[src/rtl/ipu_pkg.sv]
// Shared types and helpers for the interrupt presentation controller.
// Assumes: priorities are inverted (lower = more favoured, all-ones = none),
// and source number zero means "nothing pending".
package ipu_pkg;
    localparam int PRIO_W = 8;
    localparam int SRC_W  = 24;
    localparam int WORD_W = PRIO_W + SRC_W;
    localparam int OP_W   = 3;
    localparam logic [SRC_W-1:0]  IPI_SRC   = SRC_W'(2);
    localparam logic [PRIO_W-1:0] PRIO_NONE = '1;

    typedef enum logic [OP_W-1:0] {
        OP_ACCEPT   = 3'd0,
        OP_EOI      = 3'd1,
        OP_SET_PRIO = 3'd2,
        OP_SET_IPI  = 3'd3,
        OP_POLL     = 3'd4
    } op_e;

    // Architectural state of the unit.
    typedef struct packed {
        logic [PRIO_W-1:0] cur_prio;  // processor priority
        logic [SRC_W-1:0]  src;       // pending source, 0 = none
        logic [PRIO_W-1:0] pend_prio; // priority of pending source
        logic [PRIO_W-1:0] ipi_req;   // IPI request priority
        logic              ext;       // pending source has an owner
        logic              irq;       // processor interrupt level
    } pres_t;

    // Result of a state transformation that may return one source.
    typedef struct packed {
        pres_t            st;
        logic             rej;
        logic [SRC_W-1:0] rej_src;
    } step_t;

    // IPI check: install the IPI unless something better is pending.
    function automatic step_t ipi_check(input pres_t s);
        step_t r;
        r.st      = s;
        r.rej     = 1'b0;
        r.rej_src = '0;
        if (!((s.src != '0) && (s.pend_prio <= s.ipi_req))) begin
            r.rej       = (s.src != '0) && s.ext;
            r.rej_src   = s.src;
            r.st.src       = IPI_SRC;
            r.st.pend_prio = s.ipi_req;
            r.st.ext       = 1'b0;
            r.st.irq       = 1'b1;
        end
        return r;
    endfunction
endpackage

[src/rtl/ipu_cmd_stage.sv]
// Applies one processor command to the current state (combinational).
// Assumes: at most one command per cycle; unknown op codes have no effect.
// Produces the post-command state that the offer stage then sees.
module ipu_cmd_stage
    import ipu_pkg::*;
(
    input  pres_t               cur,
    input  logic                cmd_valid,
    input  logic [OP_W-1:0]     cmd_op,
    input  logic [WORD_W-1:0]   cmd_data,
    output pres_t               nxt,
    output logic                rej,
    output logic [SRC_W-1:0]    rej_src,
    output logic                eoi,
    output logic [SRC_W-1:0]    eoi_src,
    output logic                resend,
    output logic                rsp_v,
    output logic [WORD_W-1:0]   rsp_word,
    output logic [PRIO_W-1:0]   rsp_ipi
);
    logic [PRIO_W-1:0] new_prio;
    logic              do_resend;
    step_t             chk;

    assign new_prio = cmd_data[PRIO_W-1:0];

    // Decode the command and compute its state change and notifications.
    always_comb begin
        nxt       = cur;
        rej       = 1'b0;
        rej_src   = '0;
        eoi       = 1'b0;
        eoi_src   = '0;
        resend    = 1'b0;
        rsp_v     = 1'b0;
        rsp_word  = {cur.cur_prio, cur.src};
        rsp_ipi   = cur.ipi_req;
        do_resend = 1'b0;
        chk       = '0;
        if (cmd_valid) begin
            case (op_e'(cmd_op))
                OP_ACCEPT: begin
                    rsp_v         = 1'b1;
                    nxt.cur_prio  = cur.pend_prio;
                    nxt.src       = '0;
                    nxt.pend_prio = PRIO_NONE;
                    nxt.ext       = 1'b0;
                    nxt.irq       = 1'b0;
                end
                OP_POLL: rsp_v = 1'b1;
                OP_SET_IPI: begin
                    nxt.ipi_req = new_prio;
                    if (new_prio < cur.cur_prio) begin
                        chk     = ipi_check(nxt);
                        nxt     = chk.st;
                        rej     = chk.rej;
                        rej_src = chk.rej_src;
                    end
                end
                OP_SET_PRIO: begin
                    nxt.cur_prio = new_prio;
                    if (new_prio < cur.cur_prio) begin
                        if ((cur.src != '0) && (new_prio <= cur.pend_prio)) begin
                            rej           = cur.ext;
                            rej_src       = cur.src;
                            nxt.src       = '0;
                            nxt.pend_prio = PRIO_NONE;
                            nxt.ext       = 1'b0;
                            nxt.irq       = 1'b0;
                        end
                    end else if (cur.src == '0) begin
                        do_resend = 1'b1;
                    end
                end
                OP_EOI: begin
                    nxt.cur_prio = cmd_data[WORD_W-1:SRC_W];
                    eoi          = 1'b1;
                    eoi_src      = cmd_data[SRC_W-1:0];
                    do_resend    = (cur.src == '0);
                end
                default: ;
            endcase
            if (do_resend) begin
                resend = 1'b1;
                if (nxt.ipi_req < nxt.cur_prio) begin
                    chk     = ipi_check(nxt);
                    nxt     = chk.st;
                    rej     = chk.rej;
                    rej_src = chk.rej_src;
                end
            end
        end
    end
endmodule

[src/rtl/ipu_offer_stage.sv]
// Judges one source offer against the post-command state (combinational).
// Assumes: offered source numbers are nonzero and never the IPI number.
module ipu_offer_stage
    import ipu_pkg::*;
(
    input  pres_t               mid,
    input  logic                offer_valid,
    input  logic [SRC_W-1:0]    offer_src,
    input  logic [PRIO_W-1:0]   offer_prio,
    output pres_t               nxt,
    output logic                take,
    output logic                drop,
    output logic                rej,
    output logic [SRC_W-1:0]    rej_src
);
    logic busy;

    assign busy = (mid.src != '0);

    // Accept or reject the offer; a taken offer displaces a pending source.
    always_comb begin
        nxt     = mid;
        take    = 1'b0;
        drop    = 1'b0;
        rej     = 1'b0;
        rej_src = '0;
        if (offer_valid) begin
            if ((offer_prio >= mid.cur_prio) || (busy && (mid.pend_prio <= offer_prio))) begin
                drop = 1'b1;
            end else begin
                take          = 1'b1;
                rej           = busy && mid.ext;
                rej_src       = mid.src;
                nxt.src       = offer_src;
                nxt.pend_prio = offer_prio;
                nxt.ext       = 1'b1;
                nxt.irq       = 1'b1;
            end
        end
    end
endmodule

[src/rtl/intr_present_unit.sv]
// Per-processor interrupt presentation unit: holds the state register and
// registers every notification one cycle after the command/offer that caused it.
// Assumes: command applied before offer within a cycle; sources never use number 2.
module intr_present_unit
    import ipu_pkg::*;
(
    input  logic                clk,
    input  logic                rst_n,
    input  logic                cmd_valid,
    input  logic [OP_W-1:0]     cmd_op,
    input  logic [WORD_W-1:0]   cmd_data,
    input  logic                offer_valid,
    input  logic [SRC_W-1:0]    offer_src,
    input  logic [PRIO_W-1:0]   offer_prio,
    output logic                offer_ack,
    output logic                offer_nak,
    output logic                rej_valid,
    output logic [SRC_W-1:0]    rej_src,
    output logic                eoi_valid,
    output logic [SRC_W-1:0]    eoi_src,
    output logic                resend_req,
    output logic                irq_o,
    output logic                rsp_valid,
    output logic [WORD_W-1:0]   rsp_word,
    output logic [PRIO_W-1:0]   rsp_ipi
);
    pres_t             st_q, mid, fin;
    logic              c_rej, c_eoi, c_res, c_rsp;
    logic [SRC_W-1:0]  c_rej_src, c_eoi_src;
    logic [WORD_W-1:0] c_word;
    logic [PRIO_W-1:0] c_ipi;
    logic              o_take, o_drop, o_rej;
    logic [SRC_W-1:0]  o_rej_src;

    ipu_cmd_stage u_cmd (
        .cur(st_q), .cmd_valid(cmd_valid), .cmd_op(cmd_op), .cmd_data(cmd_data),
        .nxt(mid), .rej(c_rej), .rej_src(c_rej_src), .eoi(c_eoi), .eoi_src(c_eoi_src),
        .resend(c_res), .rsp_v(c_rsp), .rsp_word(c_word), .rsp_ipi(c_ipi)
    );

    ipu_offer_stage u_offer (
        .mid(mid), .offer_valid(offer_valid), .offer_src(offer_src), .offer_prio(offer_prio),
        .nxt(fin), .take(o_take), .drop(o_drop), .rej(o_rej), .rej_src(o_rej_src)
    );

    // State register with the architectural reset values.
    always_ff @(posedge clk) begin
        if (!rst_n) begin
            st_q.cur_prio  <= '0;
            st_q.src       <= '0;
            st_q.pend_prio <= PRIO_NONE;
            st_q.ipi_req   <= PRIO_NONE;
            st_q.ext       <= 1'b0;
            st_q.irq       <= 1'b0;
        end else begin
            st_q <= fin;
        end
    end

    // Registered notifications and command responses.
    always_ff @(posedge clk) begin
        if (!rst_n) begin
            offer_ack  <= 1'b0;
            offer_nak  <= 1'b0;
            rej_valid  <= 1'b0;
            rej_src    <= '0;
            eoi_valid  <= 1'b0;
            eoi_src    <= '0;
            resend_req <= 1'b0;
            rsp_valid  <= 1'b0;
            rsp_word   <= '0;
            rsp_ipi    <= '0;
        end else begin
            offer_ack  <= o_take;
            offer_nak  <= o_drop;
            rej_valid  <= c_rej | o_rej;
            rej_src    <= c_rej ? c_rej_src : (o_rej ? o_rej_src : '0);
            eoi_valid  <= c_eoi;
            eoi_src    <= c_eoi_src;
            resend_req <= c_res;
            rsp_valid  <= c_rsp;
            rsp_word   <= c_word;
            rsp_ipi    <= c_ipi;
        end
    end

    assign irq_o = st_q.irq;

    AST_IRQ_TRACKS_SRC: assert property (@(posedge clk) disable iff (!rst_n)
        irq_o == (st_q.src != '0));
    AST_OFFER_ANSWERED: assert property (@(posedge clk) disable iff (!rst_n)
        offer_valid |=> (offer_ack != offer_nak));
    AST_NO_SPURIOUS_ANSWER: assert property (@(posedge clk) disable iff (!rst_n)
        !offer_valid |=> (!offer_ack && !offer_nak));
    AST_SINGLE_REJECT: assert property (@(posedge clk) disable iff (!rst_n)
        !(c_rej && o_rej));
    AST_TAKE_RAISES: assert property (@(posedge clk) disable iff (!rst_n)
        o_take |=> irq_o);
    AST_IPI_NEVER_REJECTED: assert property (@(posedge clk) disable iff (!rst_n)
        rej_valid |-> (rej_src != IPI_SRC));
    AST_POLL_QUIET: assert property (@(posedge clk) disable iff (!rst_n)
        (cmd_valid && cmd_op == OP_POLL && !offer_valid) |=> $stable(st_q));
    AST_ACCEPT_DROPS: assert property (@(posedge clk) disable iff (!rst_n)
        (cmd_valid && cmd_op == OP_ACCEPT && !offer_valid) |=> !irq_o);
endmodule

[config.mk]
export PLATFORM = sky130hd
export DESIGN_NAME = intr_present_unit
export DESIGN_NICKNAME = d
export VERILOG_FILES = /design/src/rtl/ipu_pkg.sv /design/src/rtl/ipu_cmd_stage.sv /design/src/rtl/ipu_offer_stage.sv /design/src/rtl/intr_present_unit.sv
export SDC_FILE = /design/constraint.sdc
export NUM_CORES = 1
export LEC_CHECK = 0
export BUFFER_PORTS_ARGS = -buffer_cell sky130_fd_sc_hd__buf_2
export CAP_MARGIN = 20
export CORE_MARGIN = 1.5
export CORE_UTILIZATION = 40
export CTS_CLUSTER_DIAMETER = 200
export DETAILED_ROUTE_END_ITERATION = 10
export MAX_ROUTING_LAYER = met4
export PLACE_DENSITY = 0.68
export SLEW_MARGIN = 20
export SYNTH_ARGS = -nofsm -noshare
export SYNTH_HDL_FRONTEND = slang
export SYNTH_HIERARCHICAL = 1
export SYNTH_SLANG_ARGS = --single-unit
[constraint.sdc]
create_clock -name clk -period 7 [get_ports clk]
set_input_delay 0.35 -clock clk [delete_from_list [all_inputs] [get_ports clk]]
set_output_delay 0.35 -clock clk [all_outputs]
set_load 0.01 [all_outputs]
==> reports/metrics.cfg, run 1 <==
[power]
peakVddDrop_mv = 0.144
pwr_density_cell_mw_per_mm2 = 242
p_leak_nw = 4.07
power.total_mw = 2.12

[critical_path]
crit_arrival_ns = 6.14
required_ns = 7.32
r2r_setup_slack_ns = 1.32
cp-start-kind = primary input
cp-end-kind = flop
critical_path_class = in2reg
reg2reg_to = st_q[37]$_SDFF_PN0_
reg2reg_from = st_q[14]$_SDFF_PN1_
rr_worst_depth = 20
worstPathMaxFanout = 41

[synthesis]
seq_area_frac_synth_pct = 37.1
syn-cell-area_sq_mm = 0.00776
synth_top_area_cell = dfxtp_1
syn_area_per_cell_sq_um = 8.89
ys_top_cells_by_area = dfxtp_1, and2_1, ha_1
synth_ff_type = dfxtp_1
yosys_warnings = 6
syn-instance-count = 873
synth_edf_count = 0
syn-num-nets = 982
ys_top_cells_by_count = and2_1, dfxtp_1, buf_4, inv_1, nor2_1
synthDistinctLibCells = 64
yosysMostFrequentCell = and2_1
synthArstFlopShare_pct = 0
synth_seq_cells = 144
synth_top_cell_area_share_pct = 37.1

[global_route]
grt-ovfl-total = 0
antenna_found_initial = 0
track_usage_pct = 20.2
grt_pass1_wl_mm = 30.5
first_global_vias = 5570
grt_max_degree = 87

[clock_network]
hold_buffers = 0
cts_buffers = 17
worstSkewPairLatency_ns = 0.43
clkSinkCount = 144
post_cts_buffers = 0
cts_tree = built
ctsResizeCount = 0
clockRootBuffer = clkbuf_16
clkTransAtPathRegs_ns = 0.07
cts_max_level = 4
clock_path_buffers = 2

[routing]
drt-pass1-iter-count = 5
vias_per_cell = 4.95
drc_errors = 0
routedWlPerCell_um = 16.0
wirelength_mm = 19.7
vias = 6078
ant_nets = 0
drt_iter0_markers = 402

[outcome]
outcome = complete, no violations

[place]
io_buffers = 165
globalplace.congestion = 0.911
hpwl_mm = 14.4

[final_layout]
layout-drive-gt1-share_pct = 25.2
syn_to_final_growth_pct = 12.9
nets = 1064
n_antenna_cell = 0
final_core_util_pct = 46.4

[timing]
fmaxAchievable_ghz = 0.172
setup_viol = 0
rsz0062_at_grt = false
min_period_ns = 5.82
finalSetupTns_ns = 0
tightest_slew_ns = 0.981
period_share_pct = 83.2
slew_headroom_pct = 34.2
skew_ns = 0.0155
finalHoldViolCount = 0
slew_violations = 0

[floorplanning]
coreArea_sq_mm = 0.0189
die_x_um = 142
start_util_pct = 41.1
die_y_um = 142
rows = 50
ioPinCount = 166
die_area_sq_mm = 0.0202

[hold_path]
hold_path.class = in2reg
worstHoldStart = cmd_data[22]
hold_depth = 3
worstHoldEndpoint = eoi_src[22]$_SDFF_PN0_

[run]
drv_cap = 0

[registers in the layout, indices dropped and copies added, names as in the netlist]
| name | flops |
|---|---|
| resend_req | 1 |
| rsp_word | 32 |
| offer_ack | 1 |
| irq_o | 1 |
| rej_valid | 1 |
| rej_src | 24 |
| st_q | 49 |
| offer_nak | 1 |
| eoi_valid | 1 |
| eoi_src | 24 |
| rsp_ipi | 8 |
| rsp_valid | 1 |
[critical path: stages]
cell	delay, ns
buf_2	0.40
nand3_2	0.40
mux2i_1	0.43
inv_1	0.09
ha_1	0.28
o21a_1	0.10
o2111ai_1	0.18
a31oi_1	0.11
nor4_4	0.54
nand2_1	0.14
mux2i_1	0.31
ha_1	0.31
nor2b_1	0.13
o211ai_1	0.19
a211oi_1	0.16
o31ai_2	0.81
inv_2	0.55
mux2_1	0.45
and2_1	0.16
[cell type report]
class / count / area [sq um]
Multi-Input combinational cell: 572 / 3940
Tap cell: 260 / 325
Clock buffer: 17 / 425
Inverter: 50 / 188
Clock inverter: 15 / 128
Fill cell: 1882 / 10100
Sequential cell: 144 / 2880
Timing Repair Buffer: 170 / 870
[report_power, final]
| part | switching (mW) | internal, mW | total, mW | leakage, nW |
|---|---|---|---|---|
| clock | 0.385 | 0.461 | 0.847 | 0.257 |
| sequential | 0.0261 | 0.859 | 0.885 | 1.17 |
| combinational | 0.229 | 0.158 | 0.386 | 2.65 |
[cell families after synthesis]
kind of cell               after synthesis  share of synthesized area, %
AOI/OAI and AO/OA                      124                          11.1
and+or+nand+nor                        368                          27.6
muxes                                   42                          5.97
adders and majority gates               38                          6.13
buffers and inverters                  157                          12.1
DFF                                    144                          37.1
[layer usage]
| layer | share of wire [%] | vias up | track usage [%] |
|---|---|---|---|
| li1 | - | 3061 | - |
| met1 | 49 | 2795 | 27.6 |
| met2 | 43 | 205 | 29.8 |
| met3 | 6.6 | 17 | 4.71 |
| met4 | 1.3 | 0 | 5.86 |
| met5 | 0 | - | - |
[metrics by stage]
step	area (sq um)	hold slack, ns	setup WS (ns)	cells
after floorplan	7760	0.518	2.22	873
after global placement	8200	0.486	1.09	1195
after detailed placement	8210	0.482	0.895	1196
after CTS	8760	0.214	1.34	1228
after global routing	8760	0.235	0.731	1228
final	8760	0.234	1.18	1228
[cells in the final DEF (no fill, tap or decap), drive strengths merged, types with 3 or more instances in the layout]
master,netlist,layout
a211o,3,3
a211oi,9,9
a21o,5,5
a21oi,24,24
a31oi,4,4
a32o,8,8
and2,150,150
and3,24,24
and4,4,4
buf,83,170
clkbuf,24,17
clkinv,0,5
clkinvlp,0,5
dfxtp,144,144
ha,38,38
inv,50,55
mux2,24,24
mux2i,18,18
nand2,36,36
nand2b,22,22
nand3,32,32
nand4,4,4
nor2,39,39
nor2b,25,25
nor3,8,8
nor4,16,16
o211ai,4,4
o21a,3,3
o21ai,35,35
o221a,4,4
o22ai,7,7
o2bb2ai,3,3
[worst max path at each step]
stage | to | cells after the start | slack (ns) | startpoint
CTS | st_q[37]$_SDFF_PN0_ | 19 | 1.34 | cmd_op[1]
finish | st_q[37]$_SDFF_PN0_ | 19 | 1.18 | cmd_op[0]
detailed placement | st_q[32]$_SDFF_PN0_ | 19 | 0.89 | cmd_op[1]
global placement | st_q[41]$_SDFF_PN0_ | 19 | 1.09 | cmd_op[1]
floorplan | rej_src[11]$_SDFF_PN0_ | 22 | 2.22 | cmd_op[0]
global route | rej_src[0]$_SDFF_PN0_ | 19 | 0.73 | cmd_op[1]
(Power assumes the default switching activity.)
==> run 2, diff against run 1 <==
clock period = 5.59 ns   (was 7 ns; I/O delays follow)
==> reports/metrics.cfg, run 2 (same netlist as run 1, synthesis figures left out) <==
[outcome]
outcome = complete, no violations

[place]
hpwl_mm = 14.4  ; +0.14%
globalplace.congestion = 0.937  ; +2.8%
place_ws_ns = 0.126  ; -0.768 ns
io_buffers = 165  ; unchanged
postPlaceCellArea_sq_mm = 0.00824  ; +0.44%

[routing]
drc_errors = 0  ; unchanged
routedWlPerCell_um = 15.7  ; -1.8%
vias = 6113  ; +0.58%
drt-pass1-iter-count = 6  ; +1
ant_nets = 0  ; unchanged
drt_iter0_markers = 443  ; +10%
wirelength_mm = 19.4  ; -1.2%
vias_per_cell = 4.95  ; about the same

[final_layout]
largest_reg_flops = 49  ; unchanged
layout-drive-gt1-share_pct = 25.8  ; +0.56 points
nets = 1070  ; +0.56%
top_register = st_q
design_area_sq_mm = 0.00882  ; +0.70%
nFillCells = 1876  ; -0.32%
syn_to_final_growth_pct = 13.7
layout_common_cells = buf_2, and2_1, dfxtp_1
reg_top3 = st_q: 49 flops, rsp_word: 32 flops
final_common_cell = buf_2

[hold_path]
hold_path.class = in2reg
hold_depth = 3  ; unchanged
worstHoldEndpoint = eoi_src[16]$_SDFF_PN0_
worstHoldStart = cmd_data[16]

[global_route]
globalRouteMet2Util_pct = 30.0  ; +0.15 points
antenna_found_initial = 1  ; +1
grt-ovfl-total = 0  ; unchanged
met1_usage_pct = 26.6  ; -1.0 points
grt-busiest-layer = met2
track_usage_pct = 20.1  ; -0.077 points
grt_util_met3_pct = 5.18  ; +0.47 points
first_global_vias = 5772  ; +3.6%
grt_pass1_wl_mm = 30.6  ; +0.54%
grt_max_degree = 100  ; +15%

[clock_network]
cts_max_level = 4  ; unchanged
post_cts_buffers = 0  ; unchanged
cts_buffers = 17  ; unchanged
clkTransAtPathRegs_ns = 0.07  ; about the same
hold_buffers = 0  ; unchanged
cts_tree = built
clockRootBuffer = clkbuf_16
worstSkewPairLatency_ns = 0.44  ; about the same
clock_path_buffers = 2  ; unchanged
clkSinkCount = 144  ; unchanged
ctsResizeCount = 0  ; unchanged

[floorplanning]
rows = 50  ; unchanged
die_x_um = 142  ; unchanged
ioPinCount = 166  ; unchanged
die_area_sq_mm = 0.0202  ; unchanged
die_y_um = 142  ; unchanged
coreArea_sq_mm = 0.0189  ; unchanged
start_util_pct = 41.1  ; unchanged

[critical_path]
crit_arrival_ns = 5.48  ; -0.66 ns
cp-end-kind = flop
rr_worst_depth = 21  ; +5.0%
r2r_setup_slack_ns = 0.44  ; -0.88 ns
cp-start-kind = flop
reg2reg_to = st_q[41]$_SDFF_PN0_
critical_path_class = reg2reg
critPathLaunch = st_q[14]$_SDFF_PN1_
reg2reg_from = st_q[14]$_SDFF_PN1_
worstPathMaxFanout = 26  ; -37%
required_ns = 5.92  ; -1.40 ns

[timing]
slew_headroom_pct = 45.8  ; +12 points
finalSetupTns_ns = 0  ; unchanged
finalHoldViolCount = 0  ; unchanged
rsz0062_at_grt = false
setup_slack_ns = 0.437  ; -0.742 ns
tightest_slew_ns = 0.813  ; -0.168 ns
skew_ns = 0.0128  ; -0.00272 ns
hold_ws_ns = 0.158  ; -0.0754 ns
fmaxAchievable_ghz = 0.194
min_period_ns = 5.15
period_share_pct = 92.2
setup_viol = 0  ; unchanged
slew_violations = 0  ; unchanged

[run]
drv_cap = 0  ; unchanged

[power]
peakVddDrop_mv = 0.179  ; +25%
p_leak_nw = 4.12  ; +1.0%
pwr_density_cell_mw_per_mm2 = 305  ; +26%
power.total_mw = 2.69  ; +27%

-- run 2: cell types whose count changed in the layout (fill, tap and decap cells not counted), sizes merged --
cell / change
buf: +6
diode: +1
clkinvlp: -2
inv: +4
clkinv: -2
-- run 2: how the worst max path moves through the flow --
stage	end	slack [ns]	cells after the start
global route	rej_src[7]$_SDFF_PN0_	0.08	20
detailed placement	st_q[41]$_SDFF_PN0_	0.13	20
global placement	st_q[41]$_SDFF_PN0_	0.21	20
finish	st_q[41]$_SDFF_PN0_	0.44	21
CTS	st_q[41]$_SDFF_PN0_	0.49	18
floorplan	rej_src[11]$_SDFF_PN0_	0.88	22
-- run 2: stage by stage --
step | utilization, % | instances
3_3_place_gp | 43.6 | 1201
2_1_floorplan | - | 873
6_report | 46.7 | 1235
3_5_place_dp | 43.6 | 1201
5_1_grt | 46.7 | 1235
4_1_cts | 46.6 | 1233
-- run 2: area by class of cell --
class / instances / area [sq um] / area share [%]
multi-input cells: 572 / 3940 / 44.7
flip-flops and latches: 144 / 2880 / 32.7
repair buffers: 176 / 911 / 10.3
clock buffers: 17 / 425 / 4.82
well taps: 260 / 325 / 3.69
inverters: 50 / 188 / 2.13
clock inverters: 15 / 143 / 1.62
diodes: 1 / 2.50 / 0.0284
-- run 2: metal layers --
layer	vias to the layer above	share of wire, %	wire length [um]
li1	3076	-	-
met1	2791	47	9080
met2	222	44	8520
met3	24	7.5	1450
met4	0	1.8	356
met5	-	0	0
-- run 2: critical path: stages (launching register included) --
cell and delay, ns:
dfxtp_1 0.34, inv_1 0.09, nor2_1 0.05, a211oi_1 0.28, a21oi_1 0.08, o22ai_1 0.27, ha_1 0.32, a21o_1 0.19
a22oi_1 0.13, nand2_1 0.14, nor4_4 0.44, o31a_1 0.29, buf_4 0.33, nor2b_1 0.12, nor4_1 0.49, nand4_1 0.20
nor2_1 0.28, o31ai_2 0.13, inv_2 0.09, buf_4 0.27, mux2_2 0.36, and2_1 0.15
-- run 2: where the power goes --
group	switching (mW)	total (mW)	internal [mW]
Clock	0.504	1.09	0.589
Combinational	0.287	0.490	0.204
Sequential	0.0304	1.11	1.07
Total	0.821	2.69	1.87
